===== config.mk =====
export PLATFORM = sky130hd
export DESIGN_NAME = mdu_hilo
export DESIGN_NICKNAME = d
export VERILOG_FILES = /design/src/rtl/mdu_pkg.sv /design/src/rtl/mdu_ctrl.sv /design/src/rtl/mdu_dp.sv /design/src/rtl/mdu_hilo.sv
export SDC_FILE = /design/constraint.sdc
export NUM_CORES = 1
export LEC_CHECK = 0
export BUFFER_PORTS_ARGS = -buffer_cell sky130_fd_sc_hd__buf_2
export CAP_MARGIN = 20
export CELL_PAD_IN_SITES_DETAIL_PLACEMENT = 1
export CELL_PAD_IN_SITES_GLOBAL_PLACEMENT = 1
export CORE_UTILIZATION = 35
export DETAILED_ROUTE_END_ITERATION = 10
export GPL_TIMING_DRIVEN = 0
export PLACE_DENSITY = 0.69
export SETUP_SLACK_MARGIN = 0.15
export SYNTH_ARGS = -nofsm -noshare
export SYNTH_HDL_FRONTEND = slang
export SYNTH_SLANG_ARGS = --single-unit

===== constraint.sdc =====
create_clock -name clk -period 7.7 [get_ports clk]
set_clock_uncertainty 0.2 [all_clocks]
set_input_delay 1.155 -clock clk [delete_from_list [all_inputs] [get_ports clk]]
set_output_delay 1.155 -clock clk [all_outputs]
set_load 0.03 [all_outputs]

===== src/rtl/mdu_pkg.sv =====
package mdu_pkg;

  typedef enum logic [3:0] {
    OP_MULS  = 4'd0,
    OP_MULU  = 4'd1,
    OP_DIVS  = 4'd2,
    OP_DIVU  = 4'd3,
    OP_RDHI  = 4'd4,
    OP_RDLO  = 4'd5,
    OP_WRHI  = 4'd6,
    OP_WRLO  = 4'd7,
    OP_MULLO = 4'd8
  } mdu_op_e;

  // strobes from control to datapath
  typedef struct packed {
    logic loadMul;   // capture operands for a multiply
    logic loadDiv;   // capture operands for a divide
    logic signedOp;  // operands are two's complement
    logic step;      // one shift-add or shift-subtract iteration
    logic isDiv;     // running command is a divide
    logic finish;    // sign fix-up and write-back
    logic mulLo;     // running command is the low-half multiply
    logic wrHi;
    logic wrLo;
    logic rdHi;
    logic rdLo;
  } mdu_ctl_t;

endpackage


===== src/rtl/mdu_ctrl.sv =====
module mdu_ctrl
  import mdu_pkg::*;
#(
  parameter int W = 32
) (
  input  logic       clk,
  input  logic       rstN,
  input  logic       start,
  input  logic [3:0] op,
  output mdu_ctl_t   ctl,
  output logic       busy
);

  localparam int CW = (W > 2) ? $clog2(W) : 1;

  typedef enum logic [1:0] {ST_IDLE, ST_RUN, ST_FIN} st_e;

  st_e           state;
  logic [CW-1:0] cnt;
  logic          divQ, mulLoQ, pendQ, pendHiQ;

  logic isRd, isMulOp, isDivOp, accept, lastStep, svcRd, svcHi;

  always_comb begin
    isRd     = start && (op == OP_RDHI || op == OP_RDLO);
    isMulOp  = (op == OP_MULS) || (op == OP_MULU) || (op == OP_MULLO);
    isDivOp  = (op == OP_DIVS) || (op == OP_DIVU);
    accept   = (state == ST_IDLE) && start;
    lastStep = (cnt == CW'(W - 1));
    // a held read, or one arriving in the completion cycle, is served now
    svcRd    = (state == ST_FIN) && !mulLoQ && (pendQ || isRd);
    svcHi    = isRd ? (op == OP_RDHI) : pendHiQ;

    ctl          = '0;
    ctl.loadMul  = accept && isMulOp;
    ctl.loadDiv  = accept && isDivOp;
    ctl.signedOp = (op == OP_MULS) || (op == OP_DIVS) || (op == OP_MULLO);
    ctl.step     = (state == ST_RUN);
    ctl.isDiv    = divQ;
    ctl.finish   = (state == ST_FIN);
    ctl.mulLo    = mulLoQ;
    ctl.wrHi     = accept && (op == OP_WRHI);
    ctl.wrLo     = accept && (op == OP_WRLO);
    ctl.rdHi     = (accept && op == OP_RDHI) || (svcRd && svcHi);
    ctl.rdLo     = (accept && op == OP_RDLO) || (svcRd && !svcHi);
  end

  assign busy = (state != ST_IDLE);

  always_ff @(posedge clk) begin
    if (!rstN) begin
      state   <= ST_IDLE;
      cnt     <= '0;
      divQ    <= 1'b0;
      mulLoQ  <= 1'b0;
      pendQ   <= 1'b0;
      pendHiQ <= 1'b0;
    end else begin
      case (state)
        ST_IDLE: begin
          pendQ <= 1'b0;
          if (ctl.loadMul || ctl.loadDiv) begin
            state  <= ST_RUN;
            cnt    <= '0;
            divQ   <= ctl.loadDiv;
            mulLoQ <= (op == OP_MULLO);
          end
        end
        ST_RUN: begin
          cnt <= cnt + 1'b1;
          if (lastStep) state <= ST_FIN;
          if (isRd && !mulLoQ) begin
            pendQ   <= 1'b1;
            pendHiQ <= (op == OP_RDHI);
          end
        end
        default: begin
          state <= ST_IDLE;
          pendQ <= 1'b0;
        end
      endcase
    end
  end

endmodule


===== src/rtl/mdu_dp.sv =====
module mdu_dp
  import mdu_pkg::*;
#(
  parameter int W = 32
) (
  input  logic         clk,
  input  logic         rstN,
  input  mdu_ctl_t     ctl,
  input  logic [W-1:0] opA,
  input  logic [W-1:0] opB,
  output logic [W-1:0] hiVal,
  output logic [W-1:0] loVal,
  output logic [W-1:0] result,
  output logic         resValid
);

  logic [W-1:0] hiQ, loQ, pHi, pLo, dvQ, resQ;
  logic         negProdQ, negQuoQ, negRemQ, zeroQ, validQ;

  logic           sgnA, sgnB;
  logic [W-1:0]   absA, absB;
  logic [W:0]     mulSum;
  logic [W:0]     remSh;
  logic           fits;
  logic [W-1:0]   remSub;
  logic [2*W-1:0] prodMag, prodFix;
  logic [W-1:0]   quoFix, remFix;
  logic           finArith;
  logic [W-1:0]   hiNext, loNext;

  always_comb begin
    sgnA    = ctl.signedOp && opA[W-1];
    sgnB    = ctl.signedOp && opB[W-1];
    absA    = sgnA ? (~opA + 1'b1) : opA;
    absB    = sgnB ? (~opB + 1'b1) : opB;
    // multiply iteration: conditional add into the upper half, then shift right
    mulSum  = {1'b0, pHi} + (pLo[0] ? {1'b0, dvQ} : '0);
    // divide iteration: shift left, trial subtract, keep if it fits
    remSh   = {pHi, pLo[W-1]};
    fits    = (remSh >= {1'b0, dvQ});
    remSub  = remSh[W-1:0] - dvQ;
    prodMag = {pHi, pLo};
    prodFix = negProdQ ? (~prodMag + 1'b1) : prodMag;
    quoFix  = zeroQ ? '1 : (negQuoQ ? (~pLo + 1'b1) : pLo);
    remFix  = negRemQ ? (~pHi + 1'b1) : pHi;

    finArith = ctl.finish && !ctl.mulLo;
    hiNext   = hiQ;
    loNext   = loQ;
    if (ctl.wrHi) hiNext = opA;
    if (ctl.wrLo) loNext = opA;
    if (finArith) begin
      hiNext = ctl.isDiv ? remFix : prodFix[2*W-1:W];
      loNext = ctl.isDiv ? quoFix : prodFix[W-1:0];
    end
  end

  always_ff @(posedge clk) begin
    if (!rstN) begin
      hiQ      <= '0;
      loQ      <= '0;
      pHi      <= '0;
      pLo      <= '0;
      dvQ      <= '0;
      resQ     <= '0;
      negProdQ <= 1'b0;
      negQuoQ  <= 1'b0;
      negRemQ  <= 1'b0;
      zeroQ    <= 1'b0;
      validQ   <= 1'b0;
    end else begin
      if (ctl.loadMul || ctl.loadDiv) begin
        pHi      <= '0;
        pLo      <= absA;
        dvQ      <= absB;
        negProdQ <= sgnA ^ sgnB;
        negQuoQ  <= (sgnA ^ sgnB) && (opB != '0);
        negRemQ  <= sgnA;
        zeroQ    <= (opB == '0);
      end else if (ctl.step) begin
        if (ctl.isDiv) begin
          pHi <= fits ? remSub : remSh[W-1:0];
          pLo <= {pLo[W-2:0], fits};
        end else begin
          pHi <= mulSum[W:1];
          pLo <= {mulSum[0], pLo[W-1:1]};
        end
      end
      hiQ    <= hiNext;
      loQ    <= loNext;
      validQ <= ctl.rdHi || ctl.rdLo || (ctl.finish && ctl.mulLo);
      if (ctl.rdHi)                     resQ <= hiNext;
      else if (ctl.rdLo)                resQ <= loNext;
      else if (ctl.finish && ctl.mulLo) resQ <= prodFix[W-1:0];
    end
  end

  assign hiVal    = hiQ;
  assign loVal    = loQ;
  assign result   = resQ;
  assign resValid = validQ;

endmodule


===== src/rtl/mdu_hilo.sv =====
module mdu_hilo
  import mdu_pkg::*;
#(
  parameter int W = 32
) (
  input  logic         clk,
  input  logic         rstN,
  input  logic         start,
  input  logic [3:0]   op,
  input  logic [W-1:0] opA,
  input  logic [W-1:0] opB,
  output logic         busy,
  output logic         resValid,
  output logic [W-1:0] result
);

  mdu_ctl_t     ctl;
  logic [W-1:0] hiVal, loVal;

  mdu_ctrl #(.W(W)) uCtrl (
    .clk   (clk),
    .rstN  (rstN),
    .start (start),
    .op    (op),
    .ctl   (ctl),
    .busy  (busy)
  );

  mdu_dp #(.W(W)) uDp (
    .clk      (clk),
    .rstN     (rstN),
    .ctl      (ctl),
    .opA      (opA),
    .opB      (opB),
    .hiVal    (hiVal),
    .loVal    (loVal),
    .result   (result),
    .resValid (resValid)
  );

endmodule


## After elaboration in Yosys (flattened, before gate mapping)

Index checks and enable logic that the tools add are counted.

| cells by class | value |
|---|---|
| magnitude comparators | 1 |
| equality and inequality tests | 13 |
| $add $sub $neg | 8 |
| bitwise gates (word level) | 7 |
| mux-type cells | 27 |
| reduce and logical (&&, ||, !) cells | 45 |

Operator list:

| operator | count |
|---|---|
| 32-bit 2-to-1 mux | 20 |
| 32-bit by 1-bit adder with 32-bit output, second input constant | 4 |
| 32-bit inverter | 4 |
| 64-bit by 1-bit adder with 64-bit output, second input constant | 1 |
| 64-bit 2-to-1 mux | 1 |
| 64-bit inverter | 1 |
| 32-bit by 33-bit adder with 33-bit output | 1 |
| 33-bit by 32-bit greater-or-equal comparator with 1-bit output | 1 |
| 32-bit zero test | 1 |
| 32-bit nonzero test | 1 |
| 32-bit subtractor | 1 |
| 1-bit logical AND | 17 |
| 4-bit by 3-bit == test with 1-bit output, second input constant | 4 |
| 1-bit logical OR | 12 |
| 5-bit case mux with 2 select lines | 1 |
| 2-bit AND reduction | 5 |
| 4-bit by 2-bit == test with 1-bit output, second input constant | 2 |
| 2-bit nonzero test | 3 |
| 5-bit by 1-bit adder with 5-bit output, second input constant | 1 |
| 5-bit == test, second input constant | 1 |
| 5-bit 2-to-1 mux | 1 |
| 4-bit by 1-bit == test with 1-bit output, second input constant | 1 |
| 4-bit == test, second input constant | 1 |
| 4-bit zero test | 1 |
| other kinds (13) | 15 |

| word-level totals | value |
|---|---|
| output and inout port bits | 34 |
| word-level logic and storage cells | 118 |
| input bits | 71 |
| register bits after elaboration | 208 |

## Depth between registers and ports, before layout

Gate-level depths: netlist of run 1.

| logic depth | value |
|---|---|
| depth after elaboration | 9 |
| mapped depth | 14 |
| mapped depth without buffers | 13 |

## By module

Synthesis of run 1 repeated with hierarchy kept, for this count alone.

| second synthesis, totals | value |
|---|---|
| cells, all modules | 2359 |
| area, all modules | 17205.3 um2 |

Modules (own cells, without submodules):

| module | seq. area each (um2) | area each (um2) | instances | cells an instance |
|---|---|---|---|---|
| mdu_dp | 3943.8 | 16543.4 | 1 | 2278 |
| mdu_ctrl | 220.2 | 661.9 | 1 | 81 |

## Worst setup path before layout of run 1

Ideal clock, no wire load.

| timing | value |
|---|---|
| path kind | input to register |
| start point | in opA[10] |
| end point | reg uDp.pLo[24] |
| arrival | 3.272 ns |
| path slack | 4.097 ns |
| cell stages on the path | 8 |
| required time | 7.370 ns |
| library setup time | 0.130 ns |
| path buffers | 0 |
| path through | or4_1 -> or4b_4 -> nor3_2 -> nand2_1 -> or3_1 -> o21ai_0 -> xor2_1 -> o22ai_1 |

| on the way | value |
|---|---|
| cells in the longest elaborated chain, start to end | 4 |

RTL lines:

| item | RTL line | text |
|---|---|---|
| from (decl) | mdu_hilo.sv:10 | `input logic [W-1:0] opA,` |
| 32-bit inverter | mdu_dp.sv:34 | `absA = sgnA ? (~opA + 1'b1) : opA;` |
| 32-bit by 1-bit adder with 32-bit output | mdu_dp.sv:34 |  |
| 32-bit 2-to-1 mux | mdu_dp.sv:34 |  |
| 32-bit 2-to-1 mux | mdu_dp.sv:72 | `if (ctl.loadMul \|\| ctl.loadDiv) begin` |
| to (signal assigned) | mdu_dp.sv:74 | `pLo <= absA;` |
| to (signal assigned) | mdu_dp.sv:83 | `pLo <= {pLo[W-2:0], fits};` |
| to (signal assigned) | mdu_dp.sv:86 | `pLo <= {mulSum[0], pLo[W-1:1]};` |
| to (decl) | mdu_dp.sv:17 | `logic [W-1:0] hiQ, loQ, pHi, pLo, dvQ, resQ;` |

Every way passes these cells.
A chain may end at the register's enable or synchronous reset.

## Worst setup path after layout of run 1

| timing | value |
|---|---|
| start point | reg uDp.pLo[0] |
| end point | reg uDp.pHi[24] |

| on the way | value |
|---|---|
| cells in the longest elaborated chain, start to end | 3 |

RTL lines:

| item | RTL line | text |
|---|---|---|
| 32-bit 2-to-1 mux | mdu_dp.sv:37 | `mulSum = {1'b0, pHi} + (pLo[0] ? {1'b0, dvQ} : '0);` |
| 32-bit by 33-bit adder with 33-bit output | mdu_dp.sv:37 |  |
| 32-bit 2-to-1 mux | mdu_dp.sv:81 | `if (ctl.isDiv) begin` |
| to (signal assigned) | mdu_dp.sv:82 | `pHi <= fits ? remSub : remSh[W-1:0];` |
| to (signal assigned) | mdu_dp.sv:85 | `pHi <= mulSum[W:1];` |
| to (decl) | mdu_dp.sv:17 |  |

Every way passes these cells.

==> impl_metrics.csv, run 1 <==
group,metric,value,unit
outcome,status,"finished, final reports clean",
synthesis,syn_avg_cell_area,7.28,sq um
clock_network,cts_resized,0,
final_layout,syn_to_final_growth,13.8,%
synthesis,ys_ff_latch,208,
clock_network,h-tree-depth,1,
detailed_routing,wirelength,88.4,mm
floorplanning,die_w,224,microns
worst_setup_path,r2r-end,"uDp.pHi[24]$_SDFFE_PP0P_",
timing,fin_crit,5.22,ns
worst_setup_path,crit_chain,"clkinv_1 > clkbuf_1 > nor2_1 > ha_1 > nand2_1 > a2111oi_0 > o21ai_0 > nand2_1 > o21ai_0 > a2111oi_0 > a31oi_1 > and3_1 > a22o_1",
worst_setup_path,path_class,"flop to flop",
synthesis,synth_cells,2364,
synthesis,synth_edf_count,0,
hold_path,hold_class,"flop to flop",
global_routing,grt_antenna_before_repair,1,
timing,rsz0062_at_grt,"no",
final_layout,fillers,6062,
clock_network,cts_hold_buf,0,
synthesis,ys_top_cells_by_area,"dfxtp_1 (24%), a21oi_1 (6.1%), nand2_1 (5.7%)",
detailed_routing,drtPass1Iterations,5,
power,power_density,182,mW/mm^2
global_routing,grt_overflow_total,0,
detailed_routing,wl_per_cell,27.8,microns
timing,fmax,0.192,GHz
clock_network,clock-root-buffer,"clkbuf_16",
timing,drv_slew,0,
detailed_routing,postRouteAntennaNets,0,
synthesis,yosysSeqAreaShare,0.242,
worst_setup_path,arrival,5.46,ns
power,ir_drop,0.000179,V
power,power.total,3570,uW
final_layout,drive_above_1_share,0.0861,
flow_run,maxCapViolCount,0,
clock_network,clk_pin_slew,0.06,ns
timing,hold_viol,0,
synthesis,syn-cell-area,0.0172,sq mm
place,dpl.hpwl,69.7,mm
floorplanning,core,0.0481,sq mm
final_layout,fin_util,0.407,
synthesis,synth_most_common_cell,"nand2_1",
worst_setup_path,cpMaxStageDelayCell,"a2111oi_0",
synthesis,yosys_warnings,0,
worst_setup_path,crit_required,7.94,ns
final_layout,final_nets,2640,
floorplanning,io_pins,105,
clock_network,cts-buffers-inserted,28,
hold_path,hp-start,"uDp.dvQ[31]$_SDFFE_PN0N_",
final_layout,diodes,0,
worst_setup_path,cp-endpoint,"uDp.pHi[24]$_SDFFE_PP0P_",
floorplanning,die-area,0.0500,sq mm
timing,slew_headroom,0.149,
synthesis,synth_top_area_frac,0.242,
clock_network,post_cts_buffers,0,
worst_setup_path,worstRegToRegCells,13,
clock_network,cts.sink_count,208,
floorplanning,initial_core_util,0.357,
worst_setup_path,r2r-start,"uDp.pLo[0]$_SDFFE_PN0P_",
worst_setup_path,crit_path_max_fanout,10,
detailed_routing,vias_per_cell,6.17,
synthesis,synth_flop_cell,"dfxtp_1",
clock_network,cts_tree,"done",
global_routing,grt_max_degree,15,
timing,tightestPinTransition,1.26,ns
worst_setup_path,crit_start,"uDp.pLo[0]$_SDFFE_PN0P_",
worst_setup_path,slowest_delay,0.75,ns
floorplanning,fp-row-count,80,
timing,setup_viol,0,
global_routing,grt_pass1_vias,19900,
hold_path,hold_depth,2,
timing,post-route-period-util,0.678,
clock_network,clockBufferDepth,3,
worst_setup_path,r2r_setup_slack,2.48,ns
synthesis,ys_types,90,
worst_setup_path,worstSetupEndpointType,"flop",
worst_setup_path,crit_path_start_kind,"flop",
floorplanning,fp.dieH,224,microns
global_routing,grt_usage,0.349,
timing,hold_slack,0.261,ns
synthesis,yosysTopAreaCell,"dfxtp_1",
detailed_routing,route.detailed.drc,0,
detailed_routing,num_vias,19600,
synthesis,ys_async_sr_fraction,0,
synthesis,synth_common_cells,"nand2_1 (263), nor2_1 (252), a21oi_1 (210), dfxtp_1 (208), o21ai_0 (190)",
clock_network,clock_latency,0.59,ns
synthesis,synth_nets,2507,
place,gp_congestion,0.952,
detailed_routing,drtIter0Drc,1465,
global_routing,grt_first_pass_wirelength,131,mm
power,power.leakage,0.00745,uW
place,port_buffers,100,
timing,tns,0,ns
-- metal layers --
metal,vias up,part of all wire,global-route usage
met3,261,0.055,0.0362
met1,9757,0.40,0.419
met5,-,0.00012,0
met4,2,0.080,0.240
li1,8781,-,-
met2,789,0.46,0.586
-- metrics by stage --
stage	area [sq um]	setup slack (ns)	std cells
after floorplan	17200	4.10	2364
after global routing	19600	2.33	3175
after global placement	18500	2.83	3120
after detailed placement	18500	2.75	3122
after CTS	19600	2.71	3174
final	19600	2.48	3175
-- worst min-delay path by stage --
stage	end	slack, ns
floorplan	uCtrl.cnt[3]$_SDFFE_PN0P_	0.22
global placement	uDp.dvQ[22]$_SDFFE_PN0N_	0.24
detailed placement	uDp.dvQ[31]$_SDFFE_PN0N_	0.25
CTS	uDp.dvQ[31]$_SDFFE_PN0N_	0.26
global route	uDp.dvQ[22]$_SDFFE_PN0N_	0.29
finish	uDp.dvQ[31]$_SDFFE_PN0N_	0.26
-- worst max-delay path: cells and delay by family, from the launching register on --
kind,cells,cell delay (ns)
adder cells (fa/ha/maj),1,0.22
buffers and inverters,2,0.96
flip-flops,1,0.58
AO/OA/AOI/OAI,6,2.43
AND/OR/NAND/NOR,4,0.71
-- report_power, final --
group          total (uW)  internal (uW)  switching, uW
sequential           1150           1110           36.2
combinational         917            282            635
clock                1500            937            567
-- state kept, by name, summed over array words and instances (netlist names), 2 cells and up --
name and cells:
uDp.pLo 32, uDp.dvQ 32, uCtrl.state 2, uDp.hiVal 32, uDp.pHi 32, uCtrl.cnt 5, uDp.loVal 32, uDp.result 32
-- area by class of cell --
cell class | instances | area (sq um) | share of cell area
multi-input combinational | 1914 | 12000 | 0.614
sequential | 208 | 4160 | 0.213
clock buffer | 42 | 823 | 0.0420
tap | 656 | 821 | 0.0419
buffer | 178 | 781 | 0.0399
timing repair buffer | 103 | 518 | 0.0264
inverter | 64 | 240 | 0.0123
clock inverter | 10 | 214 | 0.0109
-- cells in the final DEF (no fill, tap or decap), types with 10 or more instances in the layout --
master     instances
dfxtp_1          208
o211ai_1          24
clkbuf_1         146
xnor2_1          100
o22ai_1           21
a32oi_1           13
o31ai_1           25
nand2_1          263
clkbuf_16         28
inv_1             62
a31oi_1           31
and2_1            34
xor2_1            84
ha_1              70
buf_2            112
or4_1             13
and3_1            25
a21oi_1          210
nor4_1            17
a32o_1            11
nand3_1           64
o21bai_1          10
nand4_1           17
o21ai_0          190
mux2i_1           80
buf_1             17
a211oi_1          83
nand2b_1          15
o21a_1            11
nor3_1            48
nor2b_1           11
or3_1             19
a221oi_1          10
a21o_1            27
clkbuf_8          15
nor2_1           252
-- cell families after synthesis --
group / count (synthesis) / share of synthesized area
simple gates: 824 / 0.228
compound gates: 748 / 0.274
buf+inv: 242 / 0.0593
flops: 208 / 0.242
xor+xnor: 184 / 0.0937
mux: 86 / 0.0505
fa+ha+maj: 72 / 0.0532
(Power assumes the default switching activity.)
==> run 2: changes to the inputs <==
ABC_AREA = 1   (was default)
PLACE_DENSITY = 0.72   (was 0.69)
clock period = 5.3 ns   (was 7.7 ns; I/O delays follow)
==> impl_metrics.csv, run 2 <==
group,metric,value,unit
clock_network,cts_tree,"done",
global_routing,grt_first_pass_wirelength,156,mm
place,dp_cells,4240,
place,gp_congestion,1.03,
worst_setup_path,crit_required,5.60,ns
synthesis,synth_nets,3540,
clock_network,clockBufferDepth,3,
floorplanning,fp-row-count,85,
floorplanning,die_w,238,microns
timing,hold_viol,0,
global_routing,grt_antenna_before_repair,1,
final_layout,layout_commonest_cell,"nand2_1",
final_layout,final_nets,3673,
global_routing,grt.met3_usage,0.0721,
global_routing,grt_usage,0.372,
synthesis,syn-cell-area,0.0194,sq mm
synthesis,ys_top_cells_by_area,"dfxtp_1 (21%), nand2_1 (19%), a21oi_1 (8.1%)",
worst_setup_path,crit_path_start_kind,"flop",
timing,slew_headroom,0.161,
power,power_density,272,mW/mm^2
hold_path,min_to,"uCtrl.cnt[3]$_SDFFE_PN0P_",
detailed_routing,wl_per_cell,25.1,microns
clock_network,cts-buffers-inserted,27,
synthesis,synth_top_area_frac,0.214,
global_routing,busiest_layer,"met1",
synthesis,syn_avg_cell_area,5.72,sq um
timing,fin_crit,4.16,ns
global_routing,grt_overflow_total,0,
clock_network,clk_pin_slew,0.06,ns
synthesis,synth_most_common_cell,"nand2_1",
worst_setup_path,crit_path_max_fanout,10,
place,dpl.hpwl,88.6,mm
flow_run,maxCapViolCount,0,
synthesis,ys_ff_latch,208,
timing,drv_slew,0,
worst_setup_path,r2r-start,"uDp.pLo[0]$_SDFFE_PN0P_",
worst_setup_path,worstSetupEndpointType,"flop",
worst_setup_path,path_class,"flop to flop",
power,power.leakage,0.0105,uW
synthesis,yosysSeqAreaShare,0.214,
clock_network,clock_latency,0.61,ns
clock_network,post_cts_buffers,0,
detailed_routing,num_vias,25100,
final_layout,diodes,0,
synthesis,yosysTopAreaCell,"dfxtp_1",
synthesis,synth_flop_cell,"dfxtp_1",
worst_setup_path,worstRegToRegCells,17,
global_routing,met2_usage,0.534,
timing,tightestPinTransition,1.25,ns
synthesis,yosys_warnings,0,
detailed_routing,wirelength,108,mm
detailed_routing,drtPass1Iterations,5,
clock_network,cts_hold_buf,0,
detailed_routing,vias_per_cell,5.85,
timing,post-route-period-util,0.785,
floorplanning,io_pins,105,
hold_path,hold_depth,2,
floorplanning,initial_core_util,0.357,
timing,fmax,0.240,GHz
synthesis,synth_cells,3397,
timing,tns,0,ns
clock_network,cts.sink_count,208,
synthesis,synth_common_cells,"nand2_1 (997), inv_1 (378), a21oi_1 (314), nor2_1 (299), o21ai_0 (287)",
final_layout,syn_to_final_growth,12.4,%
place,placed_area,0.0209,sq mm
final_layout,stdcell_count,4287,
place,port_buffers,104,
final_layout,fin_area,0.0218,sq mm
hold_path,hold_class,"flop to flop",
detailed_routing,drtIter0Drc,3047,
worst_setup_path,r2r_setup_slack,1.14,ns
clock_network,cts_resized,0,
final_layout,final_cell_mix,"nand2_1 (997), inv_1 (378), a21oi_1 (314)",
power,power.total,5940,uW
floorplanning,core,0.0543,sq mm
detailed_routing,postRouteAntennaNets,0,
worst_setup_path,r2r-end,"uDp.pHi[29]$_SDFFE_PP0P_",
global_routing,grt_pass1_vias,23700,
synthesis,ys_types,57,
global_routing,globalRouteMet1Util,0.550,
floorplanning,fp.dieH,238,microns
timing,setup_viol,0,
synthesis,ys_async_sr_fraction,0,
hold_path,hp-start,"uCtrl.cnt[3]$_SDFFE_PN0P_",
clock_network,clock-root-buffer,"clkbuf_16",
timing,rsz0062_at_grt,"no",
power,ir_drop,0.000252,V
outcome,status,"finished, final reports clean",
final_layout,drive_above_1_share,0.0676,
synthesis,synth_edf_count,0,
final_layout,fin_util,0.402,
clock_network,h-tree-depth,1,
global_routing,grt_max_degree,15,
detailed_routing,route.detailed.drc,0,
floorplanning,die-area,0.0564,sq mm
worst_setup_path,arrival,4.46,ns
## run 2: cell types whose count changed in the layout (fill, tap and decap cells not counted), moves of 27 or more
cell,previous run,this run
nand2_1,263,997
clkbuf_1,146,90
nor2_1,252,299
inv_1,62,378
mux2i_1,80,0
o211ai_1,24,74
a21oi_1,210,314
xnor2_1,100,4
a211oi_1,83,1
nand3_1,64,285
buf_2,112,139
o21ai_0,190,287
## run 2: cell type report
| class | instances | area, sq um |
|---|---|---|
| clock inverters | 18 | 267 |
| fillers | 7603 | 32500 |
| multi-input cells | 2653 | 13100 |
| inverters | 386 | 1450 |
| repair buffers | 104 | 520 |
| well taps | 739 | 925 |
| plain buffers | 150 | 681 |
| flip-flops and latches | 208 | 4160 |
| clock buffers | 29 | 693 |
## run 2: worst max-delay path, stage by stage (launching register included)
cell and delay [ns]:
dfxtp_1 0.31, buf_2 0.24, clkbuf_1 0.48, nand2_1 0.10, inv_1 0.12, ha_1 0.33
fa_1 0.34, nand3_1 0.10, nand3_1 0.18, a21oi_1 0.16, o21ai_0 0.51, nand4_1 0.26
nand2_1 0.11, nand2_1 0.05, nand3_1 0.14, nand2_1 0.18, nor2_1 0.17, nor2_1 0.05
## run 2: worst max-delay path by stage
stage,from,endpoint,slack (ns)
floorplan,uDp.pLo[0]$_SDFFE_PN0P_,uDp.pHi[21]$_SDFFE_PP0P_,2.61
global placement,uDp.pLo[0]$_SDFFE_PN0P_,uDp.pHi[29]$_SDFFE_PP0P_,1.30
detailed placement,uDp.pLo[0]$_SDFFE_PN0P_,uDp.pHi[29]$_SDFFE_PP0P_,1.34
CTS,uDp.pLo[0]$_SDFFE_PN0P_,uDp.pHi[29]$_SDFFE_PP0P_,1.28
global route,uDp.pLo[0]$_SDFFE_PN0P_,uDp.pHi[29]$_SDFFE_PP0P_,1.02
finish,uDp.pLo[0]$_SDFFE_PN0P_,uDp.pHi[29]$_SDFFE_PP0P_,1.14
## run 2: cells by family after synthesis
| logic type | share of synthesized area |
|---|---|
| fa+ha+maj | 0.0472 |
| flops | 0.214 |
| simple gates | 0.373 |
| compound gates | 0.221 |
| xor+xnor | 0.0343 |
| buf+inv | 0.110 |
## run 2: stage by stage
stage | setup slack, ns | hold slack [ns]
finish | 1.14 | 0.263
detailed placement | 1.34 | 0.254
global placement | 1.30 | 0.257
global route | 1.02 | 0.281
floorplan | 2.61 | 0.235
CTS | 1.28 | 0.264
## run 2: per-layer routing
metal | share of wire | wire length, microns
met1 | 0.45 | 48400
met5 | 0.00077 | 83
met2 | 0.40 | 43300
met3 | 0.11 | 12100
met4 | 0.034 | 3670
## run 2: where the power goes
part	internal (uW)	switching, uW	leakage [uW]
logic	569	1510	0.00830
clock network	1240	846	0.000468
registers	1640	138	0.00169
total	3450	2490	0.0105
